==> src/rtl/txr_pkg.sv <==
package txr_pkg;
    localparam int STAT_W  = 16;
    localparam int B_READY = 15;
    localparam int B_PAD   = 14;
    localparam int B_WRAP  = 13;
    localparam int B_CRC   = 10;
    localparam logic [STAT_W-1:0] ERR_MASK = 16'h03C3;

    localparam int EV_W    = 5;
    localparam int EV_SENT = 1;
    localparam int EV_ERR  = 4;

    typedef enum logic [3:0] {
        S_IDLE, S_D0, S_D0W, S_D1, S_D1W, S_BR, S_BRW, S_OUT, S_WAIT, S_WB, S_HALT
    } state_e;

    typedef struct packed {
        logic [STAT_W-1:0] stat;
        logic [15:0]       len;
    } desc_w0_t;

    typedef struct packed {
        logic def;
        logic hb;
        logic lc;
        logic rl;
        logic un;
        logic csl;
    } mac_err_t;

    function automatic logic [STAT_W-1:0] err_to_stat(mac_err_t e);
        logic [STAT_W-1:0] r;
        r    = '0;
        r[9] = e.def;
        r[8] = e.hb;
        r[7] = e.lc;
        r[6] = e.rl;
        r[1] = e.un;
        r[0] = e.csl;
        return r;
    endfunction

    function automatic logic [7:0] pick_byte(logic [31:0] w, logic [1:0] lane);
        return w[8*lane +: 8];
    endfunction
endpackage

==> src/rtl/txr_demand.sv <==
module txr_demand (
    input  logic clk,
    input  logic rst,
    input  logic wr,
    input  logic go_bit,
    input  logic block,
    input  logic take,
    output logic pend
);
    always_ff @(posedge clk) begin
        if (rst || block)
            pend <= 1'b0;
        else if (wr && go_bit)
            pend <= 1'b1;
        else if (take)
            pend <= 1'b0;
    end

    p_halt_drops_dmd_r8: assert property (@(posedge clk) disable iff (rst)
        block |=> !pend);
endmodule

==> src/rtl/txr_ring_ptr.sv <==
module txr_ring_ptr #(
    parameter int NDESC = 4,
    localparam int IW = (NDESC > 1) ? $clog2(NDESC) : 1
) (
    input  logic          clk,
    input  logic          rst,
    input  logic          adv,
    input  logic          wrap,
    output logic [IW-1:0] idx
);
    localparam logic [IW-1:0] LAST = IW'(NDESC - 1);

    always_ff @(posedge clk) begin
        if (rst)
            idx <= '0;
        else if (adv)
            idx <= (wrap || idx == LAST) ? '0 : idx + 1'b1;
    end
endmodule

==> src/rtl/txr_wb_merge.sv <==
module txr_wb_merge
    import txr_pkg::*;
(
    input  desc_w0_t    old_w0,
    input  mac_err_t    err,
    output logic [31:0] wdata,
    output logic        fail
);
    desc_w0_t nw;
    always_comb begin
        nw      = old_w0;
        nw.stat = (old_w0.stat & ~(ERR_MASK | (STAT_W'(1) << B_READY))) | err_to_stat(err);
        wdata   = nw;
        fail    = |err;
    end
endmodule

==> src/rtl/txr_engine.sv <==
module txr_engine
    import txr_pkg::*;
#(
    parameter int NDESC     = 4,
    parameter int AW        = 8,
    parameter int DESC_BASE = 0
) (
    input  logic          clk,
    input  logic          rst,
    input  logic          dmd_wr,
    input  logic [15:0]   dmd_data,
    input  logic          restart,
    output logic          mem_rd,
    output logic          mem_wr,
    output logic [AW-1:0] mem_addr,
    output logic [31:0]   mem_wdata,
    input  logic [31:0]   mem_rdata,
    output logic          tx_valid,
    input  logic          tx_ready,
    output logic [7:0]    tx_data,
    output logic          tx_last,
    output logic          tx_pad,
    output logic          tx_crc,
    input  logic          mac_done,
    input  logic [5:0]    mac_err,
    output logic [4:0]    evt
);
    localparam int IW = (NDESC > 1) ? $clog2(NDESC) : 1;

    state_e        state;
    desc_w0_t      w0;
    logic [AW-1:0] bufa;
    logic [15:0]   cnt;
    logic [31:0]   word;
    mac_err_t      err_q;
    logic [IW-1:0] idx;
    logic          pend, fail, adv, take;
    logic [AW-1:0] dbase;

    assign take  = (state == S_IDLE) && pend;
    assign adv   = (state == S_WB);
    assign dbase = AW'(DESC_BASE) + AW'({idx, 1'b0});

    txr_demand u_dmd (
        .clk(clk), .rst(rst), .wr(dmd_wr), .go_bit(dmd_data[15]),
        .block(state == S_HALT), .take(take), .pend(pend)
    );

    txr_ring_ptr #(.NDESC(NDESC)) u_ptr (
        .clk(clk), .rst(rst), .adv(adv), .wrap(w0.stat[B_WRAP]), .idx(idx)
    );

    txr_wb_merge u_wb (
        .old_w0(w0), .err(err_q), .wdata(mem_wdata), .fail(fail)
    );

    always_comb begin
        mem_rd   = (state == S_D0) || (state == S_D1) || (state == S_BR);
        mem_wr   = (state == S_WB);
        unique case (state)
            S_D1:    mem_addr = dbase + AW'(1);
            S_BR:    mem_addr = bufa + AW'(cnt >> 2);
            default: mem_addr = dbase;
        endcase
        tx_valid = (state == S_OUT);
        tx_data  = pick_byte(word, cnt[1:0]);
        tx_last  = (cnt == w0.len - 16'd1);
        tx_pad   = w0.stat[B_PAD];
        tx_crc   = w0.stat[B_CRC];
        evt          = '0;
        evt[EV_SENT] = (state == S_WB) && !fail;
        evt[EV_ERR]  = (state == S_WB) && fail;
    end

    always_ff @(posedge clk) begin
        if (rst) begin
            state <= S_IDLE;
            w0    <= '0;
            bufa  <= '0;
            cnt   <= '0;
            word  <= '0;
            err_q <= '0;
        end else begin
            unique case (state)
                S_IDLE: if (pend) state <= S_D0;
                S_D0:   state <= S_D0W;
                S_D0W: begin
                    w0    <= mem_rdata;
                    state <= mem_rdata[16 + B_READY] ? S_D1 : S_IDLE;
                end
                S_D1:   state <= S_D1W;
                S_D1W: begin
                    bufa  <= mem_rdata[AW-1:0];
                    cnt   <= '0;
                    state <= S_BR;
                end
                S_BR:   state <= S_BRW;
                S_BRW: begin
                    word  <= mem_rdata;
                    state <= S_OUT;
                end
                S_OUT: if (tx_ready) begin
                    cnt <= cnt + 16'd1;
                    if (tx_last)
                        state <= S_WAIT;
                    else if (cnt[1:0] == 2'b11)
                        state <= S_BR;
                end
                S_WAIT: if (mac_done) begin
                    err_q <= mac_err;
                    state <= S_WB;
                end
                S_WB:   state <= fail ? S_HALT : S_D0;
                S_HALT: if (restart) state <= S_D0;
                default: state <= S_IDLE;
            endcase
        end
    end

    p_wb_clears_ready_r6: assert property (@(posedge clk) disable iff (rst)
        mem_wr |-> !mem_wdata[16 + B_READY]);
    p_stall_hold_r5: assert property (@(posedge clk) disable iff (rst)
        (tx_valid && !tx_ready) |=> (tx_valid && $stable(tx_data) && $stable(tx_last)
                                     && $stable(tx_pad) && $stable(tx_crc)));
    p_last_ends_r4: assert property (@(posedge clk) disable iff (rst)
        (tx_valid && tx_ready && tx_last) |=> !tx_valid);
    p_one_event_r8: assert property (@(posedge clk) disable iff (rst)
        $onehot0({evt[EV_ERR], evt[EV_SENT]}));
    p_err_halts_r8: assert property (@(posedge clk) disable iff (rst)
        evt[EV_ERR] |=> (!mem_rd && !mem_wr && !tx_valid));
    p_port_excl_r3: assert property (@(posedge clk) disable iff (rst)
        !(mem_rd && mem_wr));
endmodule

==> config.mk <==
export PLATFORM = sky130hd
export DESIGN_NAME = txr_engine
export DESIGN_NICKNAME = d
export VERILOG_FILES = /design/src/rtl/txr_pkg.sv /design/src/rtl/txr_demand.sv /design/src/rtl/txr_ring_ptr.sv /design/src/rtl/txr_wb_merge.sv /design/src/rtl/txr_engine.sv
export SDC_FILE = /design/constraint.sdc
export NUM_CORES = 1
export LEC_CHECK = 0
export BUFFER_PORTS_ARGS = -buffer_cell sky130_fd_sc_hd__buf_4
export CAP_MARGIN = 30
export CORE_MARGIN = 3
export CORE_UTILIZATION = 55
export DETAILED_ROUTE_END_ITERATION = 6
export PLACE_DENSITY = 0.82
export SLEW_MARGIN = 20
export SYNTH_ARGS = -nofsm -noshare
export SYNTH_HDL_FRONTEND = slang
export SYNTH_SLANG_ARGS = --single-unit
export TNS_END_PERCENT = 30
==> constraint.sdc <==
create_clock -name clk -period 4.4 [get_ports clk]
set_input_delay 0.88 -clock clk [delete_from_list [all_inputs] [get_ports clk]]
set_output_delay 0.88 -clock clk [all_outputs]
set_load 0.005 [all_outputs]
Word-level counts from Yosys, hierarchy flattened
Index checks and enable logic that the tools add are counted.
Widths: inputs -> output; s select.
Storage, ports and cells
  bits in registers: 100
  word-level logic and storage cells: 70
  output and inout port bits: 59
Operators by class
  eq/ne operators: 18
  shifts and indexed selects: 1
  add/subtract/negate cells: 5
  bitwise operators: 1
  multiplexer cells: 15
  reduce and logical (&&, ||, !) cells: 16
Operator list (number)
  $pmux 4 s11: 1
  $pmux 16 s2: 1
  $shiftx 32x6->8: 1
  $mux 4: 7
  $add 16x1->16 const B: 1
  $eq 16x16->1: 1
  $eq 4x3->1 const B: 4
  $mux 16: 1
  $pmux 8 s2: 1
  $sub 16x1->16 const B: 1
  $or 15x10->15: 1
  $eq 4x4->1 const B: 3
  $add 8x8->8: 1
  $eq 4x2->1 const B: 2
  $reduce_or 6->1: 1
  $reduce_and 5->1: 1
  $add 3x1->4 const B: 1
  $eq 2x2->1 const B: 2
  $eq 4x1->1 const B: 1
  $logic_and 1x1->1: 4
  $logic_not 4->1: 1
  $logic_or 1x1->1: 4
  $mux 2: 2
  $ne 2x1->1 const B: 2
  7 further kinds: 11

Longest topological paths before layout
Gate-level depths: netlist (run 1).
  depth in word-level cells: 5
  gate-level depth with buffers: 8
  gate-level depth less buffers: 8

Modules after synthesis
From an unflattened synthesis (run 1), not the netlist that was laid out.
Unflattened totals
  cell total of the unflattened synthesis: 654
  area total of the unflattened synthesis: 5283.8 µm²
Modules (own cells, without submodules)
  txr_engine: cells each 605, instances 1, area an instance 4885.9 µm², seq. area each 1961.9 µm²
  txr_wb_merge: cells each 36, instances 1, area an instance 257.7 µm², seq. area each 0.0 µm²
  txr_ring_ptr: cells each 9, instances 1, area an instance 97.6 µm², seq. area each 40.0 µm²
  txr_demand: cells each 4, instances 1, area an instance 42.5 µm², seq. area each 20.0 µm²

Worst setup path after synthesis (run 1)
Ideal clock, no wire load.
  path kind: register to output
  start point: register w0[0] in the netlist's numbering
  end point: output tx_last
  path slack: 1.639 ns
  arrival time: 1.881 ns
  stages on the path, launching flop included: 9
  data required time: 3.520 ns
  path through: dfxtp_1 inv_1 ha_1 nor3b_2 nand3_1 nor4_2 or4_4 inv_2 a2111oi_4
On the way
  cells in the longest elaborated chain, start to end: 2
Ends and longest elaborated chain
  from (decl): RTL line txr_engine.sv:31  | desc_w0_t w0;
  from (signal assigned): RTL line txr_engine.sv:88  | w0 <= mem_rdata;
  $sub 16x1->16: RTL line txr_engine.sv:67  | tx_last = (cnt == w0.len - 16'd1);
  $eq 16x16->1: RTL line txr_engine.sv:67
  to (decl): RTL line txr_engine.sv:21  | output logic tx_last,
Every way passes these cells.

Worst setup path in the final report (run 1)
Ends and elaborated chain as after synthesis.

==> results of run 1 <==
## per-layer routing
layer	wire, um	part of all wire [%]
met1	5420	42
met2	6410	49
met3	831	6.4
met4	292	2.3
met5	0	0
## power by group through the flow
stage	logic [W]	registers [W]	clock network, W
after global routing	0.000870	0.00101	0.000680
after CTS	0.000793	0.00100	0.000645
after floorplan	0.000615	0.000971	0
after detailed placement	0.000788	0.00102	0
final	0.000799	0.00100	0.000642
after global placement	0.000761	0.00102	0
## registers in the layout (all words and copies together) (netlist names)
signal,cells
word,32
w0,23
cnt,16
bufa,8
err_q,6
state,4
u_ptr.idx,2
tx_crc,1
tx_pad,1
u_dmd.pend,1
## placed cells by master, fill, tap and decap left out, types with 4 or more instances in the layout
master    synthesis  layout
buf_4            10     100
xor2_1           23      23
a21oi_1          81      81
nand2b_1          6       6
nor4_1            4       4
ha_1             10      10
nand2_1         149     149
and2_1            6       6
inv_1            12      12
nand3_1          18      18
mux2i_1          12      12
dfxtp_1          94      94
clkbuf_8          0       9
conb_1            1       4
mux4_2            8       8
xnor2_1          18      18
nand4_1           9       9
and3_1            7       7
nor2_1           45      44
nor2b_1           8       8
o21ai_0           8       8
## final cells by class
cell class / instances / area, um2
clock buffer: 10 / 128
sequential: 94 / 1880
timing repair buffer: 101 / 762
inverter: 13 / 48.8
fill: 713 / 2860
clock inverter: 6 / 92.6
multi-input combinational: 470 / 2860
tap: 108 / 135
## path summary, 6_finish.rpt
kind	startpoint	cells after the start	slack, ps	end
hold / removal	word[8]	2	460	word[8]
setup reg to reg	w0[0]	7	2080	state[3]
setup / recovery	w0[0]	9	720	tx_last
hold reg to reg	word[8]	2	460	word[8]
## per-stage QoR
stage	total power, W	hold WS [ps]	utilization (%)	area, um2	setup WS, ps
after floorplan	0.00159	433	-	5000	1640
after global placement	0.00178	440	64.7	5670	1270
after detailed placement	0.00181	445	64.8	5680	1140
after CTS	0.00244	459	67.4	5900	738
after global routing	0.00257	484	67.4	5900	539
final	0.00244	460	67.4	5900	723
## worst register-to-register path, stage by stage (launching register included)
cell,delay [ps]
dfxtp_1,390
inv_1,90
ha_1,250
nor3b_2,370
nand3_1,220
and3_1,220
or4_4,480
a31o_1,210
## cells by family (layout without fill, tap and decap cells)
family | Yosys count | count (layout) | synth area share (%)
adders and majority gates | 11 | 11 | 2.91
xor gates and xnor gates | 41 | 41 | 7.20
AOI/OAI and AO/OA | 113 | 113 | 13.3
and+or+nand+nor | 280 | 280 | 27.1
muxes | 21 | 21 | 6.24
buffers and inverters | 57 | 130 | 5.44
DFF | 94 | 94 | 37.7
other | 1 | 4 | 0.0752
==> impl_metrics.csv, run 1 <==
group,metric,value,unit
timing,layout_min_cycle_time,3680,ps
critical_path,crit_type,"reg2out",
detailed_routing,route.vias.total,4541,
critical_path,crit_path_end_kind,"output port",
clock_network,ctsResizeCount,0,
global_route,grt_pass1_vias,4346,
placed_design,post-place-cells,786,
logic_synthesis,synth_warnings,0,
critical_path,cp.buffers_inverters,3,
clock_network,cts_made_buffers,9,
power,p_seq_share,41.0,%
detailed_routing,drt_iter0_markers,224,
final_layout,syn2layout_area_growth,18.3,%
floorplan,start_util,56.9,%
clock_network,cts_hold_buf,0,
power,p_switching,0.000862,W
clock_network,cts_tree,"done",
placed_design,port_buffers,99,
floorplan,rows,34,
floorplan,die_w,101,um
clock_network,cts_setup_buffers,0,
logic_synthesis,ys_types,63,
critical_path,cp_cell_sequence,"inv_1, ha_1, nor3b_2, nand3_1, nor4_2, or4_4, inv_2, a2111oi_4, buf_4",
critical_path,crit_required,3520,ps
global_route,met2_usage,43.4,%
global_route,met1_usage,31.6,%
critical_path,start_kind,"flip-flop",
logic_synthesis,synth.largest_area_cell,"dfxtp_1",
logic_synthesis,synth_common_cells,"nand2_1, dfxtp_1, a21oi_1",
logic_synthesis,yosys.cell_count.top_type,"nand2_1",
run,max_cap_viol_count,0,
floorplan,die_h,101,um
logic_synthesis,synth_edf_count,0,
logic_synthesis,synthArstFlopShare,0,%
logic_synthesis,synth_area_per_cell,8.07,um2
timing,max_slew_margin,40.4,%
global_route,grt-ovfl-total,0,
floorplan,die-area,0.0103,mm2
detailed_routing,first_pass_iters,5,
final_layout,finalNetCount,760,
global_route,busiest_layer,"met2",
final_layout,final_layout_size_suffix_gt1_share,20.5,%
power,leakage,2.36,nW
critical_path,cp.arrival,2800,ps
clock_network,clk_pin_slew,100,ps
critical_path,worstPathMaxFanout,6,
detailed_routing,wl_per_cell,16.1,um
clock_network,clock-root-buffer,"clkbuf_8",
timing,rsz0062_at_grt,"false",
global_route,antenna_found_initial,0,
logic_synthesis,synthDominantCellAreaShare,37.7,%
placed_design,gp_congestion,0.882,
clock_network,clock_path_buffers,2,
power,internal_power,0.00158,W
global_route,grt_max_degree,80,
timing,skew,5.70,ps
critical_path,critPathTopFamily,"simple AND/OR/NAND/NOR gates",
floorplan,ios,119,
power,pwr-share-comb,32.7,%
power,swShare,35.3,%
logic_synthesis,syn-cell-area,0.00499,mm2
clock_network,htree_levels,3,
timing,setup_violations,0,
clock_network,clkLatencyLatePin,360,ps
logic_synthesis,ys.flop_type,"dfxtp_1",
critical_path,slowest_stage,"dfxtp_1",
timing,worstMarginPinSlew,895,ps
floorplan,core,0.00876,mm2
global_route,grt_pass1_wl,20800,um
detailed_routing,drc,0,
timing,setup_tns,0,ps
run_status,status,"completed",
global_route,grt_use_met3,4.61,%
detailed_routing,drtAntennaViolNets,0,
timing,post-route-period-util,83.6,%
clock_network,cts_num_sinks,94,
logic_synthesis,ys_ff_latch,94,
timing,final_max_slew_viol_count,0,
timing,fmax,272,MHz
timing,hold_viol,0,
final_layout,diodes,0,
power,p_clk_share,26.3,%
power,ir_worst_vdd,0.232,mV
detailed_routing,wl,12900,um
global_route,grt_usage,25.4,%
min_path,hold_class,"reg2reg",
logic_synthesis,ys_seq_area_share,37.7,%
placed_design,hpwl,9500,um
critical_path,critical-path-max-stage-delay,390,ps
logic_synthesis,synthTopCellsByArea,"dfxtp_1, nand2_1, a21oi_1",
power,powerDensity,414,mW/mm2
detailed_routing,viasPerCell,5.66,
logic_synthesis,syn_inst,618,
final_layout,final_cells,802,
(Power assumes the default switching activity.)
==> run 2: changes to the inputs <==
- CORE_UTILIZATION: 55 -> 54
- PLACE_DENSITY: 0.82 -> 0.8
- clock period: 4.4 -> 3.6 ns (I/O delays scaled with it)
==> impl_metrics.csv, run 2 (synthesis results as in run 1) <==
group,metric,value,unit
detailed_routing,wl_per_cell,15.3,um
run,max_cap_viol_count,0,
critical_path,r2r_start,"w0[3]",
clock_network,htree_levels,3,
timing,post-route-period-util,94.2,%
timing,fin_ws,208,ps
floorplan,ios,119,
clock_network,cts_num_sinks,94,
global_route,grt_pass1_vias,4291,
clock_network,cts_tree,"done",
final_layout,syn2layout_area_growth,18.8,%
timing,hold_viol,0,
detailed_routing,route.vias.total,4524,
final_layout,largest_register_ffs,32,
placed_design,pre_cts_slack,559,ps
final_layout,final_layout_size_suffix_gt1_share,20.9,%
power,ir_worst_vdd,0.283,mV
detailed_routing,met2_wirelength,6110,um
power,powerDensity,501,mW/mm2
critical_path,worstPathMaxFanout,11,
critical_path,start_kind,"flip-flop",
global_route,grt-ovfl-total,0,
floorplan,rows,34,
critical_path,reg2reg_depth,5,
placed_design,gp_congestion,0.899,
final_layout,finish.utilization,67.0,%
run_status,status,"completed",
timing,fmax,295,MHz
detailed_routing,first_pass_iters,5,
clock_network,clk_pin_slew,100,ps
detailed_routing,drt_iter0_markers,245,
power,p_total,0.00297,W
critical_path,cp.arrival,2670,ps
floorplan,die_w,102,um
detailed_routing,wl,12300,um
detailed_routing,routed.top_layer,"met4",
final_layout,multi_input_area,0.00286,mm2
detailed_routing,viasPerCell,5.62,
min_path,hold_path_end,"word[28]",
clock_network,clock-root-buffer,"clkbuf_8",
floorplan,die-area,0.0104,mm2
detailed_routing,drt-met1-wl,5250,um
final_layout,nFillCells,754,
floorplan,start_util,56.4,%
floorplan,core,0.00885,mm2
final_layout,regArea,0.00188,mm2
min_path,whs_path_depth,2,
detailed_routing,drtAntennaViolNets,0,
placed_design,hpwl,9390,um
placed_design,post-place-cells,790,
timing,skew,9.63,ps
clock_network,cts_made_buffers,9,
timing,worstMarginPinSlew,838,ps
critical_path,crit_path_end_kind,"output port",
clock_network,cts_setup_buffers,0,
final_layout,diodes,0,
clock_network,clock_path_buffers,2,
min_path,hp-start,"word[28]",
global_route,grt_usage,24.2,%
timing,setup_violations,0,
critical_path,worst_r2r_endpoint,"state[3]",
final_layout,final_cell_mix,"nand2_1, buf_4, dfxtp_1, a21oi_1, nor2_1",
final_layout,reg_top3,"word (32), w0 (23), cnt (16)",
final_layout,finalNetCount,764,
final_layout,layout_commonest_cell,"nand2_1",
clock_network,clkLatencyLatePin,350,ps
critical_path,crit_required,2880,ps
timing,final_max_slew_viol_count,0,
global_route,grt_pass1_wl,20200,um
power,leakage,2.39,nW
floorplan,die_h,102,um
timing,max_slew_margin,44.1,%
detailed_routing,wl_met3,843,um
timing,layout_min_cycle_time,3390,ps
detailed_routing,drc,0,
critical_path,rrSetupSlack,1350,ps
global_route,grt_max_degree,62,
min_path,hold_class,"reg2reg",
final_layout,top_register,"word",
placed_design,port_buffers,99,
final_layout,final_cells,805,
global_route,antenna_found_initial,0,
critical_path,crit_type,"reg2out",
run 2: layout make-up:
| class | instances | area share (%) |
|---|---|---|
| clock buffer | 9 | 2.09 |
| clock inverter | 6 | 1.58 |
| inverter | 13 | 0.823 |
| multi-input combinational | 470 | 48.2 |
| sequential | 94 | 31.7 |
| tap | 108 | 2.28 |
| timing repair buffer | 105 | 13.3 |
run 2: worst max-delay path by stage:
stage / startpoint / endpoint / cells past startpoint
3_5_place_dp: w0[0] / tx_last / 9
4_1_cts: w0[0] / tx_last / 9
6_report: w0[3] / tx_last / 7
2_1_floorplan: w0[0] / tx_last / 8
3_3_place_gp: w0[0] / tx_last / 9
5_1_grt: w0[0] / tx_last / 9
run 2: report_power, final:
| part | switching, W | internal, W |
|---|---|---|
| sequential | 0.000121 | 0.00110 |
| clock | 0.000380 | 0.000394 |
| combinational | 0.000531 | 0.000440 |
run 2: stage by stage:
stage / cell area [um2] / TNS [ps] / hold WS (ps)
after floorplan: 5000 / 0 / 433
after global placement: 5700 / 0 / 439
final: 5930 / 0 / 460
after CTS: 5920 / 0 / 461
after detailed placement: 5700 / 0 / 448
after global routing: 5930 / -24.0 / 480
run 2: metal layers:
metal  vias to the layer above  track usage (%)
li1                       2238                -
met1                      2106             31.0
met2                       164             42.0
met3                        16             5.05
met4                         0             5.65
met5                         -                0
run 2: critical path, stage by stage, from the launching register on:
cell and delay [ps]:
dfxtp_1 420, nor4_4 580, nand3_1 260, nor4_2 300
or4_4 210, inv_2 50, a2111oi_4 320, buf_4 160
run 2: what timing repair did:
item | in CTS | in global routing
setup endpoints to repair | 0 | 2
hold buffers | 0 | 0
resized for setup | 0 | 2
